File: src/rtl/ssp_pkg.sv
package ssp_pkg;
   typedef enum logic [1:0] {
      TX_IDLE  = 2'd0,
      TX_LEAD  = 2'd1,
      TX_SHIFT = 2'd2
   } tx_state_t;

   function automatic bit is_pow2(input int unsigned v);
      return (v != 0) && ((v & (v - 1)) == 0);
   endfunction
endpackage

File: src/rtl/ssp_fifo.sv
module ssp_fifo #(
   parameter int WIDTH = 8,
   parameter int DEPTH = 4,
   localparam int AW = $clog2(DEPTH),
   localparam int CW = $clog2(DEPTH + 1)
) (
   input  logic             clk,
   input  logic             clear_n,
   input  logic             push,
   input  logic             pop,
   input  logic [WIDTH-1:0] din,
   output logic [WIDTH-1:0] dout,
   output logic             full,
   output logic             empty,
   output logic [CW-1:0]    level
);
   localparam logic [CW-1:0] FULL_LVL = CW'(DEPTH);
   localparam logic [AW-1:0] LAST_IDX = AW'(DEPTH - 1);

   logic [WIDTH-1:0] mem [DEPTH];
   logic [AW-1:0]    wr_ptr, rd_ptr, wr_nxt, rd_nxt;
   logic             do_push, do_pop;

   assign full    = (level == FULL_LVL);
   assign empty   = (level == '0);
   assign do_push = push && !full;
   assign do_pop  = pop && !empty;
   assign dout    = mem[rd_ptr];

   // pointer advance: natural wrap for power-of-two depth, compare otherwise
   generate
      if (ssp_pkg::is_pow2(DEPTH)) begin : g_wrap_pow2
         assign wr_nxt = wr_ptr + 1'b1;
         assign rd_nxt = rd_ptr + 1'b1;
      end else begin : g_wrap_cmp
         assign wr_nxt = (wr_ptr == LAST_IDX) ? '0 : wr_ptr + 1'b1;
         assign rd_nxt = (rd_ptr == LAST_IDX) ? '0 : rd_ptr + 1'b1;
      end
   endgenerate

   always_ff @(posedge clk) begin
      if (do_push) mem[wr_ptr] <= din;
   end

   always_ff @(posedge clk) begin
      if (!clear_n) begin
         wr_ptr <= '0;
         rd_ptr <= '0;
         level  <= '0;
      end else begin
         if (do_push) wr_ptr <= wr_nxt;
         if (do_pop)  rd_ptr <= rd_nxt;
         case ({do_push, do_pop})
            2'b10:   level <= level + 1'b1;
            2'b01:   level <= level - 1'b1;
            default: level <= level;
         endcase
      end
   end
endmodule

File: src/rtl/ssp_tx_engine.sv
module ssp_tx_engine #(
   parameter int WIDTH = 8,
   localparam int NW = $clog2(WIDTH)
) (
   input  logic             clk,
   input  logic             clear_n,
   input  logic             q_empty,
   input  logic [WIDTH-1:0] q_data,
   output logic             q_pop,
   output logic             sclk,
   output logic             sdo,
   output logic             frame,
   output logic             oe_n
);
   import ssp_pkg::*;

   localparam logic [NW-1:0] BIT_LAST = NW'(WIDTH - 1);
   localparam logic [NW-1:0] BIT_PRE  = NW'(WIDTH - 2);

   tx_state_t        st;
   logic [WIDTH-1:0] shreg, hold;
   logic [NW-1:0]    bitn;
   logic             chain;
   logic             boundary;

   // bit boundaries fall on edges where the serial clock goes 1 -> 0
   assign boundary = sclk;
   assign q_pop = boundary && !q_empty &&
                  ((st == TX_IDLE) || (st == TX_SHIFT && bitn == BIT_PRE));

   always_ff @(posedge clk) begin
      if (!clear_n) begin
         st    <= TX_IDLE;
         sclk  <= 1'b0;
         sdo   <= 1'b0;
         frame <= 1'b0;
         oe_n  <= 1'b1;
         shreg <= '0;
         hold  <= '0;
         bitn  <= '0;
         chain <= 1'b0;
      end else begin
         sclk <= ~sclk;
         if (boundary) begin
            unique case (st)
               TX_IDLE: begin
                  if (!q_empty) begin
                     hold  <= q_data;
                     frame <= 1'b1;
                     st    <= TX_LEAD;
                  end
               end
               TX_LEAD: begin
                  frame <= 1'b0;
                  oe_n  <= 1'b0;
                  sdo   <= hold[WIDTH-1];
                  shreg <= hold << 1;
                  bitn  <= '0;
                  st    <= TX_SHIFT;
               end
               TX_SHIFT: begin
                  if (bitn == BIT_LAST) begin
                     if (chain) begin
                        sdo   <= hold[WIDTH-1];
                        shreg <= hold << 1;
                        bitn  <= '0;
                        frame <= 1'b0;
                        chain <= 1'b0;
                     end else begin
                        st   <= TX_IDLE;
                        oe_n <= 1'b1;
                        sdo  <= 1'b0;
                     end
                  end else begin
                     sdo   <= shreg[WIDTH-1];
                     shreg <= shreg << 1;
                     bitn  <= bitn + 1'b1;
                     if (bitn == BIT_PRE && !q_empty) begin
                        hold  <= q_data;
                        frame <= 1'b1;
                        chain <= 1'b1;
                     end
                  end
               end
               default: st <= TX_IDLE;
            endcase
         end
      end
   end
endmodule

File: src/rtl/ssp_rx_engine.sv
module ssp_rx_engine #(
   parameter int WIDTH = 8,
   localparam int NW = $clog2(WIDTH)
) (
   input  logic             clk,
   input  logic             clear_n,
   input  logic             sclk_in,
   input  logic             frame_in,
   input  logic             sdi,
   output logic             push,
   output logic [WIDTH-1:0] word
);
   localparam logic [NW-1:0] BIT_LAST = NW'(WIDTH - 1);

   logic          sclk_d, armed, rise;
   logic [NW-1:0] bitn;

   assign rise = sclk_in && !sclk_d;

   always_ff @(posedge clk) begin
      if (!clear_n) begin
         sclk_d <= 1'b0;
         armed  <= 1'b0;
         bitn   <= '0;
         word   <= '0;
         push   <= 1'b0;
      end else begin
         sclk_d <= sclk_in;
         push   <= 1'b0;
         if (rise) begin
            if (armed) begin
               word <= {word[WIDTH-2:0], sdi};
               if (bitn == BIT_LAST) begin
                  push  <= 1'b1;
                  armed <= 1'b0;
               end else begin
                  bitn <= bitn + 1'b1;
               end
            end
            // a frame marker may share the last bit of the previous byte
            if (frame_in) begin
               armed <= 1'b1;
               bitn  <= '0;
            end
         end
      end
   end
endmodule

File: src/rtl/sync_serial_port.sv
module sync_serial_port #(
   parameter int DATA_W = 8,
   parameter int DEPTH  = 4,
   localparam int CW = $clog2(DEPTH + 1)
) (
   input  logic              clk,
   input  logic              clear_n,
   input  logic              sel,
   input  logic              wr_en,
   input  logic [DATA_W-1:0] wdata,
   output logic [DATA_W-1:0] rdata,
   input  logic              ser_clk_in,
   input  logic              frame_in,
   input  logic              ser_data_in,
   output logic              tx_oe_n,
   output logic              ser_data_out,
   output logic              ser_clk_out,
   output logic              frame_out,
   output logic              tx_full_irq,
   output logic              rx_full_irq
);
   generate
      if (DATA_W < 2) begin : g_bad_width
         $error("sync_serial_port: DATA_W must be at least 2");
      end
      if (DEPTH < 2) begin : g_bad_depth
         $error("sync_serial_port: DEPTH must be at least 2");
      end
   endgenerate

   logic              host_push, host_pop;
   logic              tx_empty, tx_pop;
   logic [DATA_W-1:0] tx_head, rx_head, rx_word;
   logic              rx_empty, rx_push;
   logic [CW-1:0]     tx_fill, rx_fill;

   assign host_push = sel && wr_en;
   assign host_pop  = sel && !wr_en;

   ssp_fifo #(.WIDTH(DATA_W), .DEPTH(DEPTH)) u_txq (
      .clk(clk), .clear_n(clear_n),
      .push(host_push), .pop(tx_pop), .din(wdata), .dout(tx_head),
      .full(tx_full_irq), .empty(tx_empty), .level(tx_fill)
   );

   ssp_tx_engine #(.WIDTH(DATA_W)) u_tx (
      .clk(clk), .clear_n(clear_n),
      .q_empty(tx_empty), .q_data(tx_head), .q_pop(tx_pop),
      .sclk(ser_clk_out), .sdo(ser_data_out), .frame(frame_out), .oe_n(tx_oe_n)
   );

   ssp_rx_engine #(.WIDTH(DATA_W)) u_rx (
      .clk(clk), .clear_n(clear_n),
      .sclk_in(ser_clk_in), .frame_in(frame_in), .sdi(ser_data_in),
      .push(rx_push), .word(rx_word)
   );

   ssp_fifo #(.WIDTH(DATA_W), .DEPTH(DEPTH)) u_rxq (
      .clk(clk), .clear_n(clear_n),
      .push(rx_push), .pop(host_pop), .din(rx_word), .dout(rx_head),
      .full(rx_full_irq), .empty(rx_empty), .level(rx_fill)
   );

   always_ff @(posedge clk) begin
      if (!clear_n)                rdata <= '0;
      else if (host_pop && !rx_empty) rdata <= rx_head;
   end
endmodule


File: config.mk
export PLATFORM = sky130hd
export DESIGN_NAME = sync_serial_port
export DESIGN_NICKNAME = d
export VERILOG_FILES = /design/src/rtl/ssp_pkg.sv /design/src/rtl/ssp_fifo.sv /design/src/rtl/ssp_tx_engine.sv /design/src/rtl/ssp_rx_engine.sv /design/src/rtl/sync_serial_port.sv
export SDC_FILE = /design/constraint.sdc
export NUM_CORES = 1
export LEC_CHECK = 0
export ABC_CLOCK_PERIOD_IN_PS = 2029
export BUFFER_PORTS_ARGS = -buffer_cell sky130_fd_sc_hd__clkbuf_2
export CAP_MARGIN = 40
export CORE_ASPECT_RATIO = 0.6
export CORE_MARGIN = 2
export CORE_UTILIZATION = 54
export DETAILED_ROUTE_END_ITERATION = 12
export HOLD_SLACK_MARGIN = 0.15
export PLACE_DENSITY = 0.79
export SKIP_LAST_GASP = 1
export SLEW_MARGIN = 5
export SYNTH_ARGS = -nofsm -noshare
export SYNTH_HDL_FRONTEND = slang
export SYNTH_SLANG_ARGS = --single-unit
File: constraint.sdc
create_clock -name clk -period 2.03 [get_ports clk]
set_input_delay 0.406 -clock clk [delete_from_list [all_inputs] [get_ports clk]]
set_output_delay 0.406 -clock clk [all_outputs]
set_load 0.01 [all_outputs]
==> metrics.md <==
| Metric | Value |
|---|---|
| Status | `finished with violations` |
| Failing checks | `setup timing` |
| Minimum clock period | `2080 ps` |
| Sequential share of the synthesized area | `0.617` |
| Syn-to-layout area delta | `23.3%` |
| Seq cells post-synth | `127` |
| Die width | `130 um` |
| Floorplan row count | `27` |
| WP data arrival | `2430 ps` |
| Critical path class | `reg -> reg` |
| Nets | `484` |
| Synthesized area per cell | `13.3 sq um` |
| Antenna violation net count after detailed routing | `0` |
| Num CTS Buffers | `17` |
| Fin worst setup slack | `-46.9 ps` |
| Fmax | `481 MHz` |
| DR WL/cell | `16.7 um` |
| Setup violators final | `1` |
| Worst-skew pair later-pin latency | `420 ps` |
| Max_slew headroom | `0.658` |
| Min-Delay Path Class | `in -> reg` |
| Crit path launch type | `flop` |
| Vias per cell | `5.30` |
| DRT Pass-1 Iters | `5` |
| Actual slew at the worst max-slew pin | `513 ps` |
| Final number of hold-violating endpoints | `0` |
| Worst Skew | `10.3 ps` |
| Die Y | `79.7 um` |
| Hold_buf cts | `0` |
| Netlist cell types | `41` |
| CTS root buf | `clkbuf_16` |
| Clock buffer depth | `2` |
| # diodes | `0` |
| Leakage | `2.26 nW` |
| IO Port Bufs | `28` |
| TritonCTS clock tree | `done` |
| GRT Total Usage | `0.217` |
| Worst VDD drop | `0.000761 V` |
| DP Wirelength | `6620 um` |
| Crit-path max cell delay | `350 ps` |
| H-tree lvl count | `4` |
| Grt total ovfl | `0` |
| Mapped Cells | `388` |
| Syn nets | `425` |
| Global-route wire length before repair | `16500 um` |
| Slew Limit Fails | `0` |
| # IOs | `29` |
| Ys Warns | `0` |
| Post-synth top flop | `edfxtp_1` |
| Finished Core Util | `0.690` |
| CP required | `2380 ps` |
| TNS Setup | `-46.9 ps` |
| CTS Sinks | `127` |
| Crit path max-delay family | `adder cells` |
| Initial antenna violation count | `0` |
| Fraction of layout cells with a size suffix above 1 | `0.291` |
| CTS clock-pin slew for the worst setup and hold paths | `60 ps` |
| Total Power | `6.54 mW` |
| Initial Util | `0.559` |
| Worst path slowest cell | `dfxtp_4` |
| Buf/Inv on CP | `2` |
| Max Fanout on Critical Path | `3` |
| Gpl congestion | `0.811` |
| Kind of end point of the critical path | `flop` |
| # fillers | `605` |
| Vias | `3126` |
| Routed WL | `9870 um` |
| Vias in the first global route | `3192` |
| Async set-reset flop share out of synthesis | `0` |
| Die area | `10400 sq um` |
| RSZ-0062 raised after global routing | `yes` |
| Number of flops mapped to enable cells by yosys | `64` |
| Max Cap Viol | `0` |
| Drt drc | `0` |
| DRT iter0 DRCs | `294` |
| CP cell instances | `inv_4, ha_4, a31oi_4, nor2_2, ha_2, inv_2, fa_2, xor2_1, or3_1, a21oi_2` |
| Final period util | `1.02` |
| Power Dens Cells | `1030 nW/um^2` |
| Largest net degree at the start of global routing | `47` |
| Core Area | `9220 sq um` |
| Mapped cell area | `5160 sq um` |
==> timing repair <==
item | CTS | global route
buffers inserted | 3 | 4
pin swaps | 6 | 6
gates cloned | 0 | 0
endpoints found under the setup margin | 2 | 8
resized for setup | 10 | 6
==> sequential cells by signal (all words and copies together) (netlist names), 2 cells and up, named ones only <==
| name | flops |
|---|---|
| u_tx.shreg | 7 |
| u_txq.rd_ptr | 2 |
| u_rxq.wr_ptr | 2 |
| u_rxq.level | 3 |
| u_tx.st | 2 |
| u_txq.mem | 32 |
| u_rx.word | 8 |
| u_txq.wr_ptr | 2 |
| rdata | 8 |
| u_rx.bitn | 3 |
| u_rxq.rd_ptr | 2 |
| u_rxq.mem | 32 |
| u_tx.hold | 8 |
| u_tx.bitn | 3 |
| u_txq.level | 3 |
==> area by class of cell <==
class                      count  area, sq um  share of cell area
timing repair buffer          57          383              0.0602
clock inverter                15          193              0.0303
inverter                      18         70.1              0.0110
sequential                   127         3200               0.502
multi-input combinational    226         1930               0.304
clock buffer                  17          425              0.0669
tap                          130          163              0.0256
==> cell families after synthesis <==
kind of cell / after synthesis / synth area share
AO/OA/AOI/OAI: 33 / 0.0500
XOR/XNOR: 10 / 0.0170
adder cells (fa/ha/maj): 22 / 0.0563
buffers and inverters: 35 / 0.0279
flip-flops: 127 / 0.617
multiplexers: 47 / 0.130
AND/OR/NAND/NOR: 114 / 0.102
==> where the power goes <==
group | leakage (nW) | switching (mW) | internal, mW
logic | 0.902 | 0.300 | 0.277
clock network | 0.298 | 1.09 | 2.04
registers | 1.06 | 0.0603 | 2.77
==> cell usage after synthesis, types with 8 or more instances <==
cell type / count / area (sq um)
edfxtp_1: 64 / 1920
inv_1: 17 / 63.8
clkbuf_1: 10 / 37.5
nand2_1: 19 / 71.3
mux4_2: 16 / 360
a21oi_1: 9 / 45.0
a311oi_1: 8 / 70.1
mux2i_1: 31 / 310
nor2_1: 62 / 233
dfxtp_1: 63 / 1260
and2_1: 8 / 50.1
ha_1: 20 / 250
==> metrics by stage <==
| stage | instance area (sq um) | instances | worst slack (ps) | hold slack, ps |
|---|---|---|---|---|
| finish | 6360 | 590 | -46.9 | 211 |
| global route | 6360 | 590 | -116 | 202 |
| CTS | 6300 | 586 | -13.6 | 201 |
| floorplan | 5220 | 388 | -17.9 | 447 |
| global placement | 5620 | 551 | 63.6 | 461 |
| detailed placement | 5620 | 551 | -96.0 | 466 |
==> metal layers <==
metal	routed length [um]	part of all wire	track usage	vias to the layer above
li1	-	-	-	1510
met2	4620	0.47	0.331	69
met4	121	0.012	0.0677	0
met3	505	0.051	0.0724	8
met5	0	0	0	-
met1	4620	0.47	0.297	1539
==> cell usage in the layout, fill, tap and decap left out, types with 3 or more instances in the layout <==
cell / netlist / layout
clkinv_1: 1 / 3
a21oi_1: 9 / 7
nor2_1: 62 / 61
buf_4: 2 / 27
nand2_1: 19 / 19
dfxtp_2: 0 / 4
edfxtp_1: 64 / 64
nand2b_1: 3 / 3
clkinv_4: 0 / 3
mux2i_1: 31 / 31
inv_1: 17 / 14
bufinv_16: 0 / 4
and2_1: 8 / 8
clkinv_2: 0 / 3
a311oi_1: 8 / 8
dfxtp_1: 63 / 57
clkbuf_2: 0 / 28
nor2b_1: 4 / 4
o21ai_0: 6 / 6
ha_1: 20 / 15
xor2_1: 4 / 4
clkbuf_16: 0 / 17
xnor2_1: 6 / 6
mux4_2: 16 / 16
ha_4: 0 / 3
nand3_1: 3 / 3
==> final timing paths <==
kind / start / end / slack (ps) / cells after the start
max: u_tx.st[0] / u_txq.level[2] / -50 / 10
max reg2reg: u_tx.st[0] / u_txq.level[2] / -50 / 10
min reg2reg: u_tx.shreg[3] / u_tx.shreg[4] / 470 / 2
min: wdata[0] / u_txq.mem[3][0] / 210 / 1
Power figures use the tool's default switching activity.
